==> src/rtl/crc_scan_pkg.sv <==
package crc_scan_pkg;
  localparam int SECT_W_DEF    = 6;
  localparam int SECT_LOG2_DEF = 10;
  localparam logic [15:0] POLY_DEF   = 16'h1021;
  localparam logic [15:0] PRESET_DEF = 16'hFFFF;

  typedef enum logic [1:0] {
    SLOT_MODE   = 2'd0,
    SLOT_SPAN   = 2'd1,
    SLOT_CRC_LO = 2'd2,
    SLOT_CRC_HI = 2'd3
  } slot_e;

  typedef enum logic [1:0] {
    SQ_IDLE  = 2'd0,
    SQ_ISSUE = 2'd1,
    SQ_DRAIN = 2'd2
  } seq_state_e;
endpackage

==> src/rtl/crc_scan_regs.sv <==
module crc_scan_regs
  import crc_scan_pkg::*;
#(
  parameter int SECT_W = SECT_W_DEF
) (
  input  logic              clk,
  input  logic              rst_n,
  input  logic              wr_en,
  input  logic [1:0]        addr,
  input  logic [7:0]        wdata,
  input  logic              busy,
  input  logic [15:0]       crc_val,
  output logic [7:0]        rdata,
  output logic [SECT_W-1:0] start_sect,
  output logic [SECT_W-1:0] span_sect,
  output logic              kick
);
  logic              en_q, en_d;
  logic [SECT_W-1:0] start_q, start_d;
  logic [SECT_W-1:0] span_q, span_d;
  logic              mode_ce, span_ce;
  logic [7:0]        mode_view, span_view;

  // writes only land while idle
  assign mode_ce = wr_en && !busy && (addr == SLOT_MODE);
  assign span_ce = wr_en && !busy && (addr == SLOT_SPAN);
  assign kick    = wr_en && !busy && (addr == SLOT_CRC_LO) && en_q;

  always_comb begin
    en_d    = en_q;
    start_d = start_q;
    span_d  = span_q;
    if (mode_ce) begin
      en_d    = wdata[7];
      start_d = wdata[SECT_W-1:0];
    end
    if (span_ce) begin
      span_d = wdata[SECT_W-1:0];
    end
  end

  always_ff @(posedge clk or negedge rst_n) begin
    if (!rst_n) begin
      en_q    <= 1'b0;
      start_q <= '0;
      span_q  <= '0;
    end else begin
      if (mode_ce) begin
        en_q    <= en_d;
        start_q <= start_d;
      end
      if (span_ce) begin
        span_q <= span_d;
      end
    end
  end

  always_comb begin
    mode_view               = '0;
    mode_view[7]            = en_q;
    mode_view[6]            = !busy;
    mode_view[SECT_W-1:0]   = start_q;
    span_view               = '0;
    span_view[SECT_W-1:0]   = span_q;
  end

  always_comb begin
    unique case (addr)
      SLOT_MODE:   rdata = mode_view;
      SLOT_SPAN:   rdata = span_view;
      SLOT_CRC_LO: rdata = crc_val[7:0];
      default:     rdata = crc_val[15:8];
    endcase
  end

  assign start_sect = start_q;
  assign span_sect  = span_q;
endmodule

==> src/rtl/crc_scan_seq.sv <==
module crc_scan_seq
  import crc_scan_pkg::*;
#(
  parameter int SECT_W    = SECT_W_DEF,
  parameter int SECT_LOG2 = SECT_LOG2_DEF,
  localparam int ADDR_W   = SECT_W + SECT_LOG2
) (
  input  logic              clk,
  input  logic              rst_n,
  input  logic              kick,
  input  logic [SECT_W-1:0] start_sect,
  input  logic [SECT_W-1:0] span_sect,
  output logic [ADDR_W-1:0] mem_addr,
  output logic              mem_rd_en,
  output logic              take,
  output logic              busy
);
  seq_state_e        state_q, state_d;
  logic [ADDR_W-1:0] addr_q, addr_d;
  logic [ADDR_W-1:0] last_q, last_d;
  logic              take_q;
  logic [SECT_W:0]   end_sect;
  logic [ADDR_W-1:0] first_addr, last_addr;

  // end sector may run past the top of the space: clamp rather than wrap
  assign end_sect   = {1'b0, start_sect} + {1'b0, span_sect};
  assign first_addr = {start_sect, {SECT_LOG2{1'b0}}};
  assign last_addr  = end_sect[SECT_W] ? {ADDR_W{1'b1}}
                                       : {end_sect[SECT_W-1:0], {SECT_LOG2{1'b1}}};

  always_comb begin
    state_d = state_q;
    addr_d  = addr_q;
    last_d  = last_q;
    unique case (state_q)
      SQ_IDLE: begin
        if (kick) begin
          state_d = SQ_ISSUE;
          addr_d  = first_addr;
          last_d  = last_addr;
        end
      end
      SQ_ISSUE: begin
        if (addr_q == last_q) begin
          state_d = SQ_DRAIN;
        end else begin
          addr_d = addr_q + 1'b1;
        end
      end
      SQ_DRAIN: state_d = SQ_IDLE;
      default:  state_d = SQ_IDLE;
    endcase
  end

  always_ff @(posedge clk or negedge rst_n) begin
    if (!rst_n) begin
      state_q <= SQ_IDLE;
      addr_q  <= '0;
      last_q  <= '0;
      take_q  <= 1'b0;
    end else begin
      state_q <= state_d;
      addr_q  <= addr_d;
      last_q  <= last_d;
      take_q  <= (state_q == SQ_ISSUE);
    end
  end

  assign mem_addr  = addr_q;
  assign mem_rd_en = (state_q == SQ_ISSUE);
  assign take      = take_q;
  assign busy      = (state_q != SQ_IDLE);
endmodule

==> src/rtl/crc_scan_engine.sv <==
module crc_scan_engine
  import crc_scan_pkg::*;
#(
  parameter logic [15:0] POLY   = POLY_DEF,
  parameter logic [15:0] PRESET = PRESET_DEF
) (
  input  logic        clk,
  input  logic        rst_n,
  input  logic        clear,
  input  logic        take,
  input  logic [7:0]  data,
  output logic [15:0] crc
);
  logic [15:0] crc_q, crc_d, stepped;

  function automatic logic [15:0] fold_byte(input logic [15:0] c, input logic [7:0] b);
    logic [15:0] r;
    r = c;
    for (int i = 7; i >= 0; i--) begin
      if (r[15] ^ b[i]) r = {r[14:0], 1'b0} ^ POLY;
      else              r = {r[14:0], 1'b0};
    end
    return r;
  endfunction

  assign stepped = fold_byte(crc_q, data);

  always_comb begin
    crc_d = crc_q;
    if (clear)     crc_d = PRESET;
    else if (take) crc_d = stepped;
  end

  always_ff @(posedge clk or negedge rst_n) begin
    if (!rst_n)              crc_q <= PRESET;
    else if (clear || take)  crc_q <= crc_d;
  end

  assign crc = crc_q;
endmodule

==> src/rtl/crc_range_scanner.sv <==
module crc_range_scanner
  import crc_scan_pkg::*;
#(
  parameter int          SECT_W    = SECT_W_DEF,
  parameter int          SECT_LOG2 = SECT_LOG2_DEF,
  parameter logic [15:0] POLY      = POLY_DEF,
  parameter logic [15:0] PRESET    = PRESET_DEF,
  localparam int         ADDR_W    = SECT_W + SECT_LOG2
) (
  input  logic              clk,
  input  logic              rst_n,
  input  logic              reg_wr_en,
  input  logic [1:0]        reg_addr,
  input  logic [7:0]        reg_wdata,
  output logic [7:0]        reg_rdata,
  output logic              mem_rd_en,
  output logic [ADDR_W-1:0] mem_addr,
  input  logic [7:0]        mem_rdata,
  output logic [15:0]       crc_out,
  output logic              cpu_stall,
  output logic              scan_done
);
  logic              busy, kick, take;
  logic [SECT_W-1:0] start_sect, span_sect;

  crc_scan_regs #(.SECT_W(SECT_W)) u_regs (
    .clk(clk), .rst_n(rst_n), .wr_en(reg_wr_en), .addr(reg_addr),
    .wdata(reg_wdata), .busy(busy), .crc_val(crc_out), .rdata(reg_rdata),
    .start_sect(start_sect), .span_sect(span_sect), .kick(kick)
  );

  crc_scan_seq #(.SECT_W(SECT_W), .SECT_LOG2(SECT_LOG2)) u_seq (
    .clk(clk), .rst_n(rst_n), .kick(kick), .start_sect(start_sect),
    .span_sect(span_sect), .mem_addr(mem_addr), .mem_rd_en(mem_rd_en),
    .take(take), .busy(busy)
  );

  crc_scan_engine #(.POLY(POLY), .PRESET(PRESET)) u_eng (
    .clk(clk), .rst_n(rst_n), .clear(kick), .take(take),
    .data(mem_rdata), .crc(crc_out)
  );

  assign cpu_stall = busy;
  assign scan_done = !busy;
endmodule

==> config.mk <==
export PLATFORM = sky130hd
export DESIGN_NAME = crc_range_scanner
export DESIGN_NICKNAME = d
export VERILOG_FILES = /design/src/rtl/crc_scan_pkg.sv /design/src/rtl/crc_scan_regs.sv /design/src/rtl/crc_scan_seq.sv /design/src/rtl/crc_scan_engine.sv /design/src/rtl/crc_range_scanner.sv
export SDC_FILE = /design/constraint.sdc
export NUM_CORES = 1
export LEC_CHECK = 0
export ABC_CLOCK_PERIOD_IN_PS = 4000
export BUFFER_PORTS_ARGS = -buffer_cell sky130_fd_sc_hd__buf_2
export CORE_MARGIN = 10
export CORE_UTILIZATION = 55
export CTS_BUF_LIST = sky130_fd_sc_hd__clkbuf_4
export DETAILED_ROUTE_END_ITERATION = 10
export HOLD_SLACK_MARGIN = 0.15
export PLACE_DENSITY = 0.79
export SYNTH_ARGS = -nofsm -noshare
export SYNTH_HDL_FRONTEND = slang
export SYNTH_HIERARCHICAL = 1
export SYNTH_SLANG_ARGS = --single-unit
==> constraint.sdc <==
create_clock -name clk -period 4 [get_ports clk]
set_input_delay 0.4 -clock clk [delete_from_list [all_inputs] [get_ports clk]]
set_output_delay 0.4 -clock clk [all_outputs]
set_load 0.02 [all_outputs]
After elaboration in Yosys (flattened, before gate mapping)
Index checks and enable logic that the tools add are counted.
{"block": "classes", "eq_ne": 7, "muxes": 18, "n_addsub": 2, "n_reduce_logical": 16, "bitwise_logic": 16}
{"operator": "$mux W13", "count": 8}
{"operator": "$mux W16", "count": 5}
{"operator": "$pmux W16 S2", "count": 1}
{"operator": "$not A3 Y3", "count": 8}
{"operator": "$pmux W8 S3", "count": 1}
{"operator": "$add A16 B1 Y16 const B", "count": 1}
{"operator": "$eq A16 B16 Y1", "count": 1}
{"operator": "$xor A1 B1 Y1", "count": 8}
{"operator": "$add A6 B6 Y7", "count": 1}
{"operator": "$reduce_and A2 Y1", "count": 3}
{"operator": "$reduce_bool A2 Y1", "count": 3}
{"operator": "$logic_and A1 B1 Y1", "count": 5}
{"operator": "$eq A2 B1 Y1 const B", "count": 2}
{"operator": "$logic_not A2 Y1", "count": 2}
{"operator": "$mux W2", "count": 2}
{"operator": "$ne A2 B1 Y1 const B", "count": 2}
{"operator": "$pmux W2 S2", "count": 1}
{"operator": "$reduce_and A3 Y1", "count": 1}
{"operator": "$eq A2 B2 Y1 const B", "count": 1}
{"operator": "$ne A2 B2 Y1 const B", "count": 1}
{"operator": "$logic_not A1 Y1", "count": 1}
{"operator": "$logic_or A1 B1 Y1", "count": 1}
{"block": "word_totals", "regBits": 64, "input_bits": 21, "elab_cells": 67}

Depth between registers and ports, before layout
{"block": "logic_depth", "word_depth": 18, "depth_mapped": 8, "depth_no_buf": 7}

Hierarchy
The synthesis kept the hierarchy.
{"module": "crc_scan_seq", "area_per_inst_um2": 1629.1, "cells_per_inst": 167, "n_inst": 1}
{"module": "crc_scan_engine", "area_per_inst_um2": 1039.7, "cells_per_inst": 81, "n_inst": 1}
{"module": "crc_scan_regs", "area_per_inst_um2": 715.7, "cells_per_inst": 45, "n_inst": 1}
{"module": "crc_range_scanner", "area_per_inst_um2": 3.8, "cells_per_inst": 1, "n_inst": 1}

Worst setup path before layout
Ideal clock, no wire load.
{"block": "synth_timing", "kind": "register -> register", "startpoint": "reg u_seq.addr_q[4], in the netlist u_seq/mem_addr[4]", "endpoint": "reg u_seq.addr_q[10], in the netlist u_seq/mem_addr[10]", "setup_time_ns": 0.153, "path_stages_with_launch": 8, "period_less_slack_ns": 1.968, "path_buffers": 2, "slack_ns": 2.032, "t_arrival_ns": 1.815, "cell_sequence": "dfrtp_1 > buf_6 > nor4_1 > nand3b_1 > a2111o_1 > a21oi_2 > buf_6 > a221oi_1"}
{"block": "synth_between", "elab_chain_cells": 3, "elab_cells_between_ends": 6, "classes_between": "add/sub: 1; eq/ne: 2; mux: 2; reduce/logical: 1"}
{"element": "from (decl)", "line": "crc_scan_seq.sv:19", "rtl": "logic [ADDR_W-1:0] addr_q, addr_d;"}
{"element": "from (signal assigned)", "line": "crc_scan_seq.sv:63", "rtl": "addr_q <= addr_d;"}
{"element": "$add A16 B1 Y16 / $eq A16 B16 Y1 (equally long branches)", "line": "crc_scan_seq.sv:47, crc_scan_seq.sv:44"}
{"element": "$mux W16 / $ne A2 B2 Y1 (equally long branches)"}
{"element": "$pmux W16 S2 / $reduce_and A3 Y1 (equally long branches)"}
Several ways; a longest one is shown, not always the timed one. The select of a mux whose other input is x is not followed.
A chain may end at the register's enable or synchronous reset.

Worst setup path in the final report
{"block": "layout_timing", "startpoint": "reg u_seq.state_q[0]", "endpoint": "reg u_seq.addr_q[9], in the netlist u_seq/mem_addr[9]"}
{"block": "layout_between", "elab_chain_cells": 7, "elab_cells_between_ends": 12, "classes_between": "eq/ne: 3; mux: 1; reduce/logical: 8"}
{"element": "from (decl)", "line": "crc_scan_seq.sv:18", "rtl": "seq_state_e state_q, state_d;"}
{"element": "from (signal assigned)", "line": "crc_scan_seq.sv:62", "rtl": "state_q <= state_d;"}
{"element": "$reduce_bool A2 Y1", "line": "crc_scan_seq.sv:72", "rtl": "assign busy = (state_q != SQ_IDLE);"}
{"element": "$logic_not A1 Y1", "line": "crc_scan_regs.sv:27", "rtl": "assign kick = wr_en && !busy && (addr == SLOT_CRC_LO) && en_q;"}
{"element": "$logic_and A1 B1 Y1 (3 in a row)", "line": "crc_scan_regs.sv:27"}
{"element": "named net kick", "line": "crc_range_scanner.sv:23", "rtl": "logic busy, kick, take;"}
{"element": "$ne A2 B1 Y1 (no source line)"}
{"element": "$reduce_and A3 Y1 (no source line)"}
The timed path passes the listed nets, and every way through them passes these cells.

==> results.json <==
{
  "status": "completed",
  "worstPathCellList": "nor2_1, inv_1, nor3_2, buf_4, and2_0, a21oi_2, a221o_1",
  "total_power_mw": 3.48,
  "hp-start": "reg_wdata[4]",
  "path_buf_inv": 2,
  "row_count": 28,
  "drive_gt1_frac": 0.342,
  "ys_dominant_reg_cell": "dfrtp_1",
  "ant_nets": 0,
  "die_w_um": 98.5,
  "start_kind": "flop",
  "wl_per_cell_um": 18.6,
  "rsz0062_at_grt": "no",
  "yosys_warnings": 6,
  "route.detailed.drc": 0,
  "placed_area_sq_mm": 0.00375,
  "clockBufferDepth": 2,
  "cts.sinks": 55,
  "critical_path_class": "reg2reg",
  "drt_iter0_drc": 103,
  "hold_viol_final": 0,
  "max_cap_violations": 0,
  "p_leak_nw": 1.76,
  "cpPeakStageDelay_ps": 640,
  "relSlewSlack": 0.507,
  "portBuffers": 62,
  "critPathLaunch": "u_seq/state_q[0]",
  "power_density_mw_per_mm2": 908,
  "finalSetupViolations": 0,
  "dieArea_sq_mm": 0.00970,
  "ys_types": 61,
  "max_freq_ghz": 0.391,
  "synthCells": 294,
  "post-place-ws_ps": 1440,
  "fin_area_sq_mm": 0.00383,
  "min_period_ps": 2560,
  "synth_area_leader_cell": "dfrtp_1",
  "drv_slew": 0,
  "worstPathRequired_ps": 4280,
  "post-route-period-util": 0.640,
  "grt_pass1_wl_um": 13500,
  "grt_pass1_vias": 2606,
  "finalWirelength_um": 7970,
  "core-area_sq_mm": 0.00596,
  "fin_nets": 382,
  "synth-seq-cells": 55,
  "synth_edf_count": 0,
  "dpl.hpwl_um": 6050,
  "cpMaxStageDelayCell": "and2_0",
  "worst_r2r_startpoint": "u_seq/state_q[0]",
  "antenna_found_initial": 0,
  "critPathArrivalTime_ps": 2840,
  "end_kind": "flop",
  "netlist_top_cells_area": "dfrtp_1 29%, dfstp_2 12%, xnor3_1 5.3%",
  "max-vdd-ir-drop_mv": 0.563,
  "start_util": 0.569,
  "grt_remaining_overflow": 0,
  "grtUsageTotal": 0.167,
  "antenna_cells": 0,
  "ioPinCount": 64,
  "gp_congestion": 0.832,
  "synth_top_area_frac": 0.288,
  "netlist_area_sq_mm": 0.00339,
  "avgSynthCellArea_sq_um": 11.5,
  "cts_setup_buffers": 0,
  "path_delay_family": "simple AND/OR/NAND/NOR gates",
  "clk_latency_ps": 380,
  "cts_tree": "built",
  "mostFrequentLayoutCells": "62 x buf_2, 39 x dfrtp_1, 17 x xnor2_1",
  "cts.clk_slew.worst_paths_ps": 160,
  "setup_ws_ps": 1440,
  "synth_seq_area_share": 0.412,
  "first_pass_iters": 4,
  "dr_total_vias": 2554,
  "finalSetupTns_ps": 0,
  "hold_class": "in2reg",
  "cp_max_fo": 19,
  "async_flop_share": 1.00,
  "area_delta_synth_final_pct": 13.1,
  "cts_buffers": 5,
  "skew_ps": 13.7,
  "worst-slew-pin-transition_ps": 740,
  "clock-root-buffer": "clkbuf_4",
  "die_h_um": 98.5,
  "synth.net_count": 323,
  "grt_max_degree": 38,
  "final_common_cell": "buf_2",
  "post_drt_via_cell_ratio": 5.95,
  "htreeDepth": 2
}
flip-flops by register name, summed over array words and instances, names as in the netlist:
register and flops:
u_regs/en_q 1, u_regs/start_sect 6, u_seq/take 1, u_seq/state_q 2, u_eng/crc 16, u_regs/span_sect 6
u_seq/last_q 7, u_seq/mem_addr 16
metrics by stage:
stage,hold WS [ps],util,std cells
after floorplan,104,-,294
after global placement,370,0.629,420
after detailed placement,368,0.629,420
after CTS,247,0.643,429
after global routing,239,0.643,429
final,255,0.643,429
logic make-up after synthesis:
logic type | count (synthesis) | synth area share
xor gates and xnor gates | 36 | 0.144
DFF | 55 | 0.412
muxes | 24 | 0.0986
and+or+nand+nor | 87 | 0.141
adders and majority gates | 8 | 0.0318
buffers and inverters | 20 | 0.0284
AOI/OAI and AO/OA | 64 | 0.144
power breakdown:
part	switching [mW]	total (mW)	internal [mW]
clock	0.171	0.299	0.129
sequential	0.366	1.24	0.877
combinational	0.979	1.94	0.959
cell usage after synthesis, drive strengths merged (2+ instances only):
cell type	n
o311ai	3
or3	2
xnor3	8
inv	6
dfstp	16
a21o	3
nor4	5
a211o	10
nor2	15
nor3	12
a211oi	2
nor2b	8
buf	6
clkbuf	8
o22a	6
nand2	16
xor2	7
and3	4
and4	2
nand3	7
nand4	6
mux4	6
xnor2	20
dfrtp	39
nand2b	3
ha	7
mux2i	3
mux2	15
o21ai	11
a22o	5
a21oi	13
worst register-to-register path: cells and delay by family, from the launching register on:
kind / cells / cell delay [ps]
DFF: 1 / 410
AOI/OAI and AO/OA: 2 / 670
and+or+nand+nor: 3 / 980
buffers and inverters: 2 / 420
path summary, 6_finish.rpt:
check,cells past startpoint,slack [ps],end
min in group asynchronous,2,470,u_seq/last_q[10]
min reg2reg,2,560,u_eng/crc[4]
max reg2reg,7,1440,u_seq/mem_addr[9]
max,7,1440,u_seq/mem_addr[9]
max in group asynchronous,3,2680,u_eng/crc[14]
min,2,260,u_regs/span_sect[4]
area by class of cell:
| type | instances | area (sq um) |
|---|---|---|
| multi-input cells | 219 | 1900 |
| fillers | 491 | 2120 |
| flip-flops and latches | 55 | 1400 |
| clock buffers | 5 | 37.5 |
| well taps | 75 | 93.8 |
| clock inverters | 3 | 38.8 |
| inverters | 6 | 22.5 |
| repair buffers | 66 | 343 |
routing by layer:
metal	routed length (um)	up-vias	global-route usage	part of all wire
li1	-	1213	-	-
met1	3460	1267	0.213	0.43
met2	4060	67	0.278	0.51
met3	363	7	0.0349	0.046
met4	82	0	0.0474	0.010
met5	0	-	0	0
what timing repair did:
| action | in CTS | in global routing |
|---|---|---|
| hold endpoints to repair | 18 | 0 |
| resized for setup | 0 | 0 |
| hold buffers | 1 | 0 |
| endpoints found under the setup margin | 0 | 0 |
(Power assumes the default switching activity.)
